## src/rtl/tick_timer_pkg.sv

```systemverilog
package tick_timer_pkg;

   localparam int CTRL_W = 8;
   localparam int SRC_W  = 3;

   localparam logic [SRC_W-1:0] SRC_PCLK = 3'd0;
   localparam logic [SRC_W-1:0] SRC_HALF = 3'd1;
   localparam logic [SRC_W-1:0] SRC_COMP = 3'd2;
   localparam logic [SRC_W-1:0] SRC_EVT  = 3'd7;

   typedef struct packed {
      logic             spare;
      logic             run_stby;
      logic             cascade;
      logic             sync_rst;
      logic [SRC_W-1:0] src;
      logic             enable;
   } ctrl_t;

endpackage

```

## src/rtl/tick_timer_regs.sv

```systemverilog
module tick_timer_regs
   import tick_timer_pkg::*;
(
   input  logic              clk,
   input  logic              rst_n,
   input  logic              we,
   input  logic [CTRL_W-1:0] wdata,
   output ctrl_t             ctrl,
   output logic [CTRL_W-1:0] rdata
);

   localparam logic [CTRL_W-1:0] KEEP_MASK = {1'b0, {(CTRL_W-1){1'b1}}};

   always_ff @(posedge clk) begin
      if (!rst_n)
         ctrl <= '0;
      else if (we)
         ctrl <= ctrl_t'(wdata & KEEP_MASK);
   end

   assign rdata = ctrl;

endmodule

```

## src/rtl/tick_timer_src.sv

```systemverilog
module tick_timer_src
   import tick_timer_pkg::*;
(
   input  logic  clk,
   input  logic  rst_n,
   input  ctrl_t ctrl,
   input  logic  standby,
   input  logic  comp_tick,
   input  logic  evt,
   input  logic  restart,
   output logic  tick
);

   logic active;
   logic evt_q;
   logic evt_rise;
   logic half_ph;
   logic raw_tick;

   assign active   = ctrl.enable & (~standby | ctrl.run_stby);
   assign evt_rise = evt & ~evt_q;

   always_ff @(posedge clk) begin
      if (!rst_n)
         evt_q <= 1'b0;
      else
         evt_q <= evt;
   end

   always_ff @(posedge clk) begin
      if (!rst_n || restart)
         half_ph <= 1'b0;
      else if (active && ctrl.src == SRC_HALF)
         half_ph <= ~half_ph;
   end

   always_comb begin
      case (ctrl.src)
         SRC_PCLK: raw_tick = 1'b1;
         SRC_HALF: raw_tick = half_ph;
         SRC_COMP: raw_tick = comp_tick;
         SRC_EVT:  raw_tick = evt_rise;
         default:  raw_tick = 1'b0;
      endcase
   end

   assign tick = active & raw_tick;

endmodule

```

## src/rtl/tick_timer_core.sv

```systemverilog
module tick_timer_core #(
   parameter int CNT_W       = 16,
   parameter bit HAS_CASCADE = 1'b1
) (
   input  logic             clk,
   input  logic             rst_n,
   input  logic             enable,
   input  logic             cascade,
   input  logic             tick,
   input  logic             restart,
   input  logic             cap_evt,
   output logic [CNT_W-1:0] count,
   output logic [CNT_W-1:0] capture,
   output logic             ovf
);

   localparam logic [CNT_W-1:0] CNT_MAX = {CNT_W{1'b1}};

   logic cap_fire;

   generate
      if (HAS_CASCADE) begin : g_cap_dly
         logic cap_q;
         always_ff @(posedge clk) begin
            if (!rst_n)
               cap_q <= 1'b0;
            else
               cap_q <= cap_evt;
         end
         assign cap_fire = cascade ? cap_q : cap_evt;
      end else begin : g_cap_direct
         logic unused_cascade;
         assign unused_cascade = cascade;
         assign cap_fire       = cap_evt;
      end
   endgenerate

   always_ff @(posedge clk) begin
      if (!rst_n || restart)
         count <= '0;
      else if (tick)
         count <= count + 1'b1;
   end

   always_ff @(posedge clk) begin
      if (!rst_n)
         ovf <= 1'b0;
      else
         ovf <= tick & ~restart & (count == CNT_MAX);
   end

   always_ff @(posedge clk) begin
      if (!rst_n)
         capture <= '0;
      else if (enable && cap_fire)
         capture <= count;
   end

endmodule

```

## src/rtl/tick_timer.sv

```systemverilog
module tick_timer
   import tick_timer_pkg::*;
#(
   parameter int CNT_W       = 16,
   parameter bit HAS_CASCADE = 1'b1
) (
   input  logic             clk,
   input  logic             rst_n,
   input  logic             reg_we,
   input  logic [7:0]       reg_wdata,
   output logic [7:0]       reg_rdata,
   input  logic             standby_i,
   input  logic             comp_tick_i,
   input  logic             comp_restart_i,
   input  logic             comp_ovf_i,
   input  logic             evt_i,
   input  logic             cap_evt_i,
   output logic [CNT_W-1:0] count_o,
   output logic [CNT_W-1:0] capture_o,
   output logic             ovf_o
);

   generate
      if (CNT_W < 2) begin : g_bad_width
         $error("tick_timer: CNT_W must be at least 2");
      end
      if (CTRL_W != 8) begin : g_bad_ctrl
         $error("tick_timer: control register must be 8 bits");
      end
   endgenerate

   ctrl_t ctrl;
   logic  tick;
   logic  restart;

   assign restart = ctrl.enable & ctrl.sync_rst & (comp_restart_i | comp_ovf_i);

   tick_timer_regs i_regs (
      .clk   (clk),
      .rst_n (rst_n),
      .we    (reg_we),
      .wdata (reg_wdata),
      .ctrl  (ctrl),
      .rdata (reg_rdata)
   );

   tick_timer_src i_src (
      .clk       (clk),
      .rst_n     (rst_n),
      .ctrl      (ctrl),
      .standby   (standby_i),
      .comp_tick (comp_tick_i),
      .evt       (evt_i),
      .restart   (restart),
      .tick      (tick)
   );

   tick_timer_core #(
      .CNT_W       (CNT_W),
      .HAS_CASCADE (HAS_CASCADE)
   ) i_core (
      .clk     (clk),
      .rst_n   (rst_n),
      .enable  (ctrl.enable),
      .cascade (ctrl.cascade),
      .tick    (tick),
      .restart (restart),
      .cap_evt (cap_evt_i),
      .count   (count_o),
      .capture (capture_o),
      .ovf     (ovf_o)
   );

endmodule

```

## config.mk

```make
export PLATFORM = sky130hd
export DESIGN_NAME = tick_timer
export DESIGN_NICKNAME = d
export VERILOG_FILES = /design/src/rtl/tick_timer_pkg.sv /design/src/rtl/tick_timer_regs.sv /design/src/rtl/tick_timer_src.sv /design/src/rtl/tick_timer_core.sv /design/src/rtl/tick_timer.sv
export SDC_FILE = /design/constraint.sdc
export NUM_CORES = 1
export LEC_CHECK = 0
export CAP_MARGIN = 20
export CORE_AREA = 2 2 66 68
export CTS_CLUSTER_SIZE = 12
export DETAILED_ROUTE_END_ITERATION = 10
export DIE_AREA = 0 0 68 70
export DONT_BUFFER_PORTS = 1
export PLACE_DENSITY_LB_ADDON = 0.15
export SLEW_MARGIN = 20
export SYNTH_ARGS = -nofsm -noshare
export SYNTH_HDL_FRONTEND = slang
export SYNTH_SLANG_ARGS = --single-unit
```

## constraint.sdc

```tcl
create_clock -name clk -period 2.66 [get_ports clk]
set_input_delay 0.532 -clock clk [delete_from_list [all_inputs] [get_ports clk]]
set_output_delay 0.532 -clock clk [all_outputs]
set_load 0.01 [all_outputs]
```

==> Word level (Yosys, flattened, before mapping) <==
Index checks and enable logic that the tools add are counted.
{ "classes": {"multipliers": 0, "n_addsub": 1, "shift": 0, "mux": 2, "bitwise": 13, "n_reduce_logical": 5, "order_cmp": 0, "eq_ne": 4, "div_mod_pow": 0} }
{ "op_table": {"columns": ["cell", "count"], "rows": [
  ["16-bit by 1-bit adder with 16-bit output, second input constant", 1],
  ["16-bit equality test, second input constant", 1],
  ["1-bit bitwise AND", 7],
  ["1-bit NOT", 4],
  ["1-bit case mux with 4 select lines", 1],
  ["3-bit by 1-bit equality test with 1-bit output, second input constant", 1],
  ["3-bit by 2-bit equality test with 1-bit output, second input constant", 1],
  ["3-bit equality test, second input constant", 1],
  ["3-bit logical NOT", 1],
  ["1-bit logical AND", 2],
  ["1-bit bitwise OR", 2],
  ["1-bit logical NOT", 1],
  ["1-bit logical OR", 1],
  ["1-bit 2-to-1 mux", 1]
]} }
{ "totals": {"register_bits": 43, "in_bits": 17, "memories": 0, "output_inout_bits": 41, "mem_bits_rw": 0, "rom_bits": 0, "latch_bits": 0, "wordCells": 36} }

==> Logic depth before layout (Yosys ltp) <==
Gate-level depths: netlist of the first run.
{ "logic_depth": {"word_depth": 6, "depth_mapped": 6, "mapped_depth_nobuf": 5} }

==> By module <==
Synthesis of the first run repeated with hierarchy kept, for this count alone.
{ "hier_totals": {"cells_unflattened": 217, "area_unflattened_um2": 1911.8} }
{ "modules_own_cells": {"columns": ["module", "cells_per_inst", "instances", "area_per_inst_um2", "seq_area_each_um2"], "rows": [
  ["tick_timer_core", 168, 1, 1436.4, 680.7],
  ["tick_timer_regs", 32, 1, 336.6, 140.1],
  ["tick_timer_src", 16, 1, 128.9, 40.0],
  ["tick_timer", 1, 1, 10.0, 0.0]
]} }

==> Least setup slack after synthesis of the first run <==
Ideal clock, no wire load.
{ "synth_path": {"path_type": "input port to flip-flop", "from": "in evt_i", "to": "reg i_core.count[6]", "cell_stages": 6, "setup_slack_ns": 0.927, "setup_ns": 0.116, "n_path_buf": 1, "required_ns": 2.544, "t_arrival_ns": 1.617, "cell_sequence": "nor2b_2 -> nand4_4 -> clkbuf_1 -> a21oi_1 -> a21oi_1 -> a31o_1"} }
{ "synth_via": {"elab_chain_len": 3} }
{ "synth_lines": {"columns": ["item", "line_no", "text"], "rows": [
  ["from (decl)", "tick_timer.sv:16", "input logic evt_i,"],
  ["1-bit bitwise AND", "tick_timer_src.sv:21", "assign evt_rise = evt & ~evt_q;"],
  ["1-bit case mux with 4 select lines", "tick_timer_src.sv:38", "case (ctrl.src)"],
  ["1-bit bitwise AND", "tick_timer_src.sv:47", "assign tick = active & raw_tick;"],
  ["to (signal assigned)", "tick_timer_core.sv:42", "count <= count + 1'b1;"],
  ["to (decl)", "tick_timer_core.sv:12", "output logic [CNT_W-1:0] count,"]
]} }
Every way passes these cells.
A chain may end at the register's enable or synchronous reset.

==> Worst setup path in the final report of the first run <==
{ "layout_path": {"from": "reg i_core.count[2]", "to": "reg i_core.count[9]"} }
{ "layout_via": {"elab_chain_len": 1} }
{ "layout_lines": {"columns": ["item", "line_no"], "rows": [
  ["16-bit by 1-bit adder with 16-bit output", "tick_timer_core.sv:42"]
]} }
Every way passes these cells.

==> metrics.md, run 1 <==
| Metric | Value |
|---|---|
| Status | finished, final reports clean |
| Top area cells in the synthesized netlist | dfxtp_1 43%, mux2i_1 11%, nor2b_1 7.3% |
| Multi-input logic area | 1023 µm² |
| Clk_lat worst skew | 0.30 ns |
| Post-Syn Nets | 214 |
| Final WL | 3.872 mm |
| Critical Path AT | 2.01 ns |
| Cells after Synth | 196 |
| Distinct cells, synth | 36 |
| CP Max Fanout | 8 |
| CTS resizes | 0 |
| Post-CTS setup buffers | 0 |
| Clock transition at the registers of the reported paths | 0.08 ns |
| Crit path to | i_core.count[9]$_SDFFE_PP0P_ |
| Pin count of the biggest net entering global routing | 29 |
| Max Freq | 0.5471 GHz |
| WP depth | 5 |
| Post-synth EDFFs | 0 |
| Reg2reg end | i_core.count[9]$_SDFFE_PP0P_ |
| Slew Viols, Final | 0 |
| Critical path's slowest cell | dfxtp_1 |
| Clk_skew | 0.006338 ns |
| Total CTS buffers | 5 |
| Syn-to-layout area delta | 4.927% |
| Yosys warns | 0 |
| Worst slew margin | 0.6461 |
| CTS tree | yes |
| Post-synthesis sequential area ratio | 0.4346 |
| DRT antenna net count | 0 |
| Design Area, Final | 2078 µm² |
| Cell taking the most area after synthesis | dfxtp_1 |
| Total Die Area | 4760 µm² |
| CTS Hold Buffers Added | 0 |
| CTS root buf | clkbuf_8 |
| Crit. End Element | register |
| First-pass GRT wire length | 6.361 mm |
| Residual DRC count | 0 |
| GRT Total Usage | 0.1782 |
| Leakage power | 0.0007759 µW |
| Hold path start | evt_i |
| Hold Crit Class | in2reg |
| Clock Path Buffers | 2 |
| MaxCap Viol Count | 0 |
| Clock sink count | 43 |
| Count leader, synth | dfxtp_1 |
| Post-DR vias/cell | 5.416 |
| # IOs | 58 |
| Post-Syn Area | 1981 µm² |
| Worst R2R Path Depth | 5 |
| Worst vdd ir | 266.2 µV |
| Beginning of the critical path | i_core.count[2]$_SDFFE_PP0P_ |
| Placed cell areas | 1961 µm² |
| Starting Density | 0.4780 |
| Area share of the largest cell type after synthesis | 0.4346 |
| Synthesized area per cell | 10.11 µm² |
| Final setup violating endpoints | 0 |
| Tmin final | 1.828 ns |
| Register area | 860.8 µm² |
| Worst Path Buf+Inv | 0 |
| Synth async-reset ratio | 0 |
| Share of cells above drive strength 1 | 0.1152 |
| Final period utilization | 0.6872 |
| Nets@finish | 208 |
| Top Family by Delay on Critical Path | simple AND/OR/NAND/NOR gates |
| Vias in the first global route | 1353 |
| Placer congestion estimate | 0.7418 |
| Initial antenna violation count | 0 |
| Die Span X | 68 µm |
| H-tree depth | 2 |
| Power per Cell Area | 602.0 nW/µm² |
| Commonest cells in the netlist | 43 x dfxtp_1, 23 x nor2b_1, 22 x mux2i_1, 22 x nor2_1, 13 x xnor2_1 |
| GRT overflow | 0 |
| RSZ-0062 raised after global routing | false |
| Critical Path RT | 2.85 ns |
| Sum Neg Setup Slack | 0 ns |
| Flops & latches, synth | 43 |
| Layout fillers | 397 |
| Vias | 1316 |
| Main synth FF type | dfxtp_1 |
| TritonRoute pass-1 iters | 4 |
| Initial DRC count | 45 |
| Wire per inst | 15.93 µm |
| # diodes | 0 |
| Worst Setup Start Kind | register |
| Port buffer count | 0 |
| Ordered list of cells on the worst path | and4_1 -> nand3_1 -> a2111oi_2 -> xnor2_1 -> nor2_1 |
| Placeable Area | 4144 µm² |
| Die height | 70 µm |
| R2r setup slk | 0.83 ns |
| Worst Setup Path Type | reg2reg |
| Final core utilization | 0.5015 |
| Reg2reg start | i_core.count[2]$_SDFFE_PP0P_ |
| Row cnt | 24 |
| Final Hold Vio Count | 0 |
| Largest stage delay, worst path | 0.48 ns |
| Worst slew pin tran | 0.5290 ns |
sequential cells by signal, indices dropped and copies added (netlist names):
register,count
i_core.capture,16
i_core.count,16
i_regs.ctrl,7
i_core.g_cap_dly.cap_q,1
i_core.ovf,1
i_src.evt_q,1
i_src.half_ph,1
where the power goes:
group / leakage (µW) / internal [µW] / switching, µW / total [µW]
combinational: 0.000366 / 25.7 / 31.3 / 57.0
sequential: 0.000348 / 652 / 16.2 / 668
clock: 0.0000612 / 304 / 222 / 526
final cells by class:
type | instances | area share
multi-input cells | 137 | 0.4925
flip-flops and latches | 43 | 0.4142
clock buffers | 6 | 0.03974
well taps | 52 | 0.03131
clock inverters | 2 | 0.01686
inverters | 3 | 0.005418
kinds of logic (layout without fill, tap and decap cells):
group,Yosys count,after routing,synth area share
AND/OR/NAND/NOR,78,78,0.2299
flip-flops,43,43,0.4346
multiplexers,23,23,0.1169
AO/OA/AOI/OAI,20,20,0.09981
buffers and inverters,16,11,0.04864
XOR/XNOR,14,14,0.06191
adder cells (fa/ha/maj),1,1,0.006316
other,1,1,0.001893
layout by cell type (no fill, tap or decap), drive strengths merged:
master   instances
xnor2           13
clkbuf           6
xor2             1
nand2b           2
a2111oi          3
nand4            5
ha               1
and3             1
nor3b            1
inv              3
bufinv           1
a21oi            7
a31o             1
or2              1
nor2            22
conb             1
a211oi           8
nor2b           24
and2             2
mux2             1
nand2            8
and4             2
o211ai           1
mux2i           22
nand3            9
nor3             1
dfxtp           43
clkinv           1
stage by stage:
step	total power (µW)	setup slack, ns	cells	hold slack [ns]
after CTS	1264	0.8255	243	0.3451
after global placement	739.9	0.8670	235	0.4913
after global routing	1294	0.6880	243	0.3416
final	1251	0.8322	243	0.3543
after detailed placement	742.1	0.8287	235	0.4989
after floorplan	744.5	0.9270	196	0.4695
how the worst min path moves through the flow:
stage                                      end  slack (ns)  cells after the start
detailed placement  i_src.half_ph$_SDFFE_PP0P_        0.50                      2
finish                  i_src.evt_q$_SDFF_PN0_        0.35                      1
CTS                     i_src.evt_q$_SDFF_PN0_        0.35                      1
floorplan           i_src.half_ph$_SDFFE_PP0P_        0.47                      2
global placement    i_src.half_ph$_SDFFE_PP0P_        0.49                      2
global route            i_src.evt_q$_SDFF_PN0_        0.34                      1
layer usage:
metal / part of all wire / up-vias / GRT usage / wire length [µm]
met5: 0 / - / 0 / 0
met3: 0.062 / 9 / 0.05797 / 241
met1: 0.42 / 616 / 0.2000 / 1636
li1: - / 650 / - / -
met2: 0.49 / 41 / 0.2967 / 1905
met4: 0.023 / 0 / 0.08444 / 88
Note: power is estimated with default switching activity, not from simulation.
==> inputs of run 2 (changes only) <==
clock period = 1.5 ns   (was 2.66 ns; I/O delays follow)
==> run 2 against run 1 <==
Net effect: worst hold slack got worse by 0.23 ns; global-route usage rose by 1.0 points; setup slack got worse by 0.82 ns; core utilization rose by 7.6 points; die area did not move; combinational power rose to 3.1 times the previous value; critical path type unchanged; highest routed layer unchanged.
==> metrics.md, run 2 (same netlist as run 1, synthesis figures left out) <==
| Metric | Value |
|---|---|
| Status | finished, final reports clean |
| Final period utilization | 0.9931 (+0.3059) |
| Max Freq | 0.6713 GHz (+23%) |
| Final WL | 4.303 mm (+11%) |
| Nets@finish | 240 (+15%) |
| Clk_lat worst skew | 0.30 ns (about the same) |
| Final setup violating endpoints | 0 (unchanged) |
| Critical path's slowest cell | dfxtp_2 |
| H-tree depth | 2 (unchanged) |
| Worst Setup Start Kind | register |
| Leakage power | 0.0009458 µW (+22%) |
| Reg2reg start | i_regs.ctrl[2]$_SDFFE_PN0P_ |
| Hold EP | i_core.g_cap_dly.cap_q$_SDFF_PN0_ |
| Vias | 1426 (+8.4%) |
| Most frequent cells in the layout | 34 x dfxtp_1, 27 x buf_4, 23 x nor2b_1 |
| Placer congestion estimate | 0.7706 (+3.9%) |
| Worst Setup Path Type | reg2reg |
| Residual DRC count | 0 (unchanged) |
| Initial antenna violation count | 0 (unchanged) |
| Starting Density | 0.4780 (unchanged) |
| Clock Path Buffers | 2 (unchanged) |
| First-pass GRT wire length | 6.741 mm (+6.0%) |
| Row cnt | 24 (unchanged) |
| Clock sink count | 43 (unchanged) |
| Critical Path AT | 1.68 ns (-0.33 ns) |
| TritonRoute pass-1 iters | 4 (unchanged) |
| Top Family by Delay on Critical Path | flip-flops |
| # IOs | 58 (unchanged) |
| Die Span X | 68 µm (unchanged) |
| Worst vdd ir | 549.7 µV (+110%) |
| Tmin final | 1.490 ns (-0.3382 ns) |
| Commonest non-fill, non-tap cell in the layout | dfxtp_1 |
| Layout fillers | 358 (-9.8%) |
| Power per Cell Area | 845.1 nW/µm² (+40%) |
| HPWL after DPL | 3.098 mm |
| MaxCap Viol Count | 0 (unchanged) |
| Crit. End Element | register |
| Share of cells above drive strength 1 | 0.3077 (+0.1925) |
| CTS Hold Buffers Added | 0 (unchanged) |
| RSZ-0062 raised after global routing | true |
| Syn-to-layout area delta | 20.91% |
| DRT antenna net count | 0 (unchanged) |
| Port buffer count | 0 (unchanged) |
| Worst R2R Path Depth | 6 (+1) |
| Total Die Area | 4760 µm² (unchanged) |
| Vias in the first global route | 1432 (+5.8%) |
| Clock transition at the registers of the reported paths | 0.08 ns (about the same) |
| WHS Path Cells | 1 (unchanged) |
| Final Hold Vio Count | 0 (unchanged) |
| Reg2reg end | i_core.count[13]$_SDFFE_PP0P_ |
| Sum Neg Setup Slack | 0 ns (unchanged) |
| Wire per inst | 15.76 µm (-1.1%) |
| Worst Path Buf+Inv | 1 (+1) |
| Biggest regs | i_core.capture x16, i_core.count x16, i_regs.ctrl x7 |
| Pin count of the biggest net entering global routing | 29 (unchanged) |
| CTS tree | yes |
| Initial DRC count | 39 (-13%) |
| R2r setup slk | 0.01 ns (-0.82 ns) |
| Critical Path RT | 1.69 ns (-1.16 ns) |
| CTS root buf | clkbuf_8 |
| # diodes | 0 (unchanged) |
| GRT Total Usage | 0.1886 (+0.01034) |
| Slew Viols, Final | 0 (unchanged) |
| Post-Route Hold Slack | 0.1205 ns (-0.2339 ns) |
| Hold Crit Class | in2reg |
| Clk_skew | 0.006742 ns (+0.0004038 ns) |
| Ordered list of cells on the worst path | nor3b_4 -> a21oi_4 -> buf_12 -> a2111oi_4 -> xnor2_1 -> nor2_1 |
| GRT overflow | 0 (unchanged) |
| Largest stage delay, worst path | 0.37 ns (-0.11 ns) |
| Post-DR vias/cell | 5.223 (-3.5%) |
| Total CTS buffers | 5 (unchanged) |
| Placeable Area | 4144 µm² (unchanged) |
| Die height | 70 µm (unchanged) |
| Hold path start | cap_evt_i |
| CP Max Fanout | 14 (+6) |
==> run 2: layout make-up <==
cell class              instances  area, µm²  share of cell area
well taps                      52      65.06             0.02717
multi-input cells             137       1089              0.4545
inverters                       3      11.26            0.004702
repair buffers                 32      285.3              0.1191
flip-flops and latches         43      872.1              0.3642
clock buffers                   6      72.57             0.03030
==> run 2: per-layer routing <==
layer / GRT usage / share of wire / vias up
met5: 0 / 0 / -
met4: 0.08667 / 0.023 / 0
met3: 0.05636 / 0.056 / 12
met2: 0.2956 / 0.50 / 47
met1: 0.2332 / 0.42 / 658
li1: - / - / 709
==> run 2: worst max path at each step <==
stage	start	endpoint	slack, ns	depth (start not counted)
after floorplan	evt_i	i_core.count[1]$_SDFFE_PP0P_	0.009	6
after global routing	i_core.count[0]$_SDFFE_PP0P_	i_core.count[12]$_SDFFE_PP0P_	-0.08	5
after detailed placement	i_core.count[1]$_SDFFE_PP0P_	i_core.count[14]$_SDFFE_PP0P_	-0.05	5
after CTS	i_src.evt_q$_SDFF_PN0_	i_core.count[13]$_SDFFE_PP0P_	0.02	6
final	i_regs.ctrl[2]$_SDFFE_PN0P_	i_core.count[13]$_SDFFE_PP0P_	0.01	6
after global placement	i_core.count[5]$_SDFFE_PP0P_	i_core.count[9]$_SDFFE_PP0P_	-0.01	5
==> run 2: power by group <==
part / switching (µW) / internal, µW / total, µW
Sequential: 18.5 / 1160 / 1180
Combinational: 85.5 / 89.1 / 175
Clock: 363 / 310 / 673
Total: 467 / 1560 / 2020
==> run 2: what timing repair did <==
item | in CTS | in global routing
buffers inserted | 1 | 3
endpoints found under the setup margin | 9 | 13
resized for setup | 7 | 8
pin swaps | 2 | 5
==> run 2: through the flow <==
stage / area (µm²) / setup slack, ns / total power (µW) / util / std cells
floorplan: 1996 / 0.008539 / 1321 / - / 196
global placement: 2211 / -0.01301 / 1346 / 0.5335 / 263
detailed placement: 2211 / -0.05317 / 1352 / 0.5335 / 263
CTS: 2331 / 0.01675 / 2036 / 0.5625 / 270
global route: 2395 / -0.07627 / 2108 / 0.5779 / 273
finish: 2395 / 0.01036 / 2024 / 0.5779 / 273
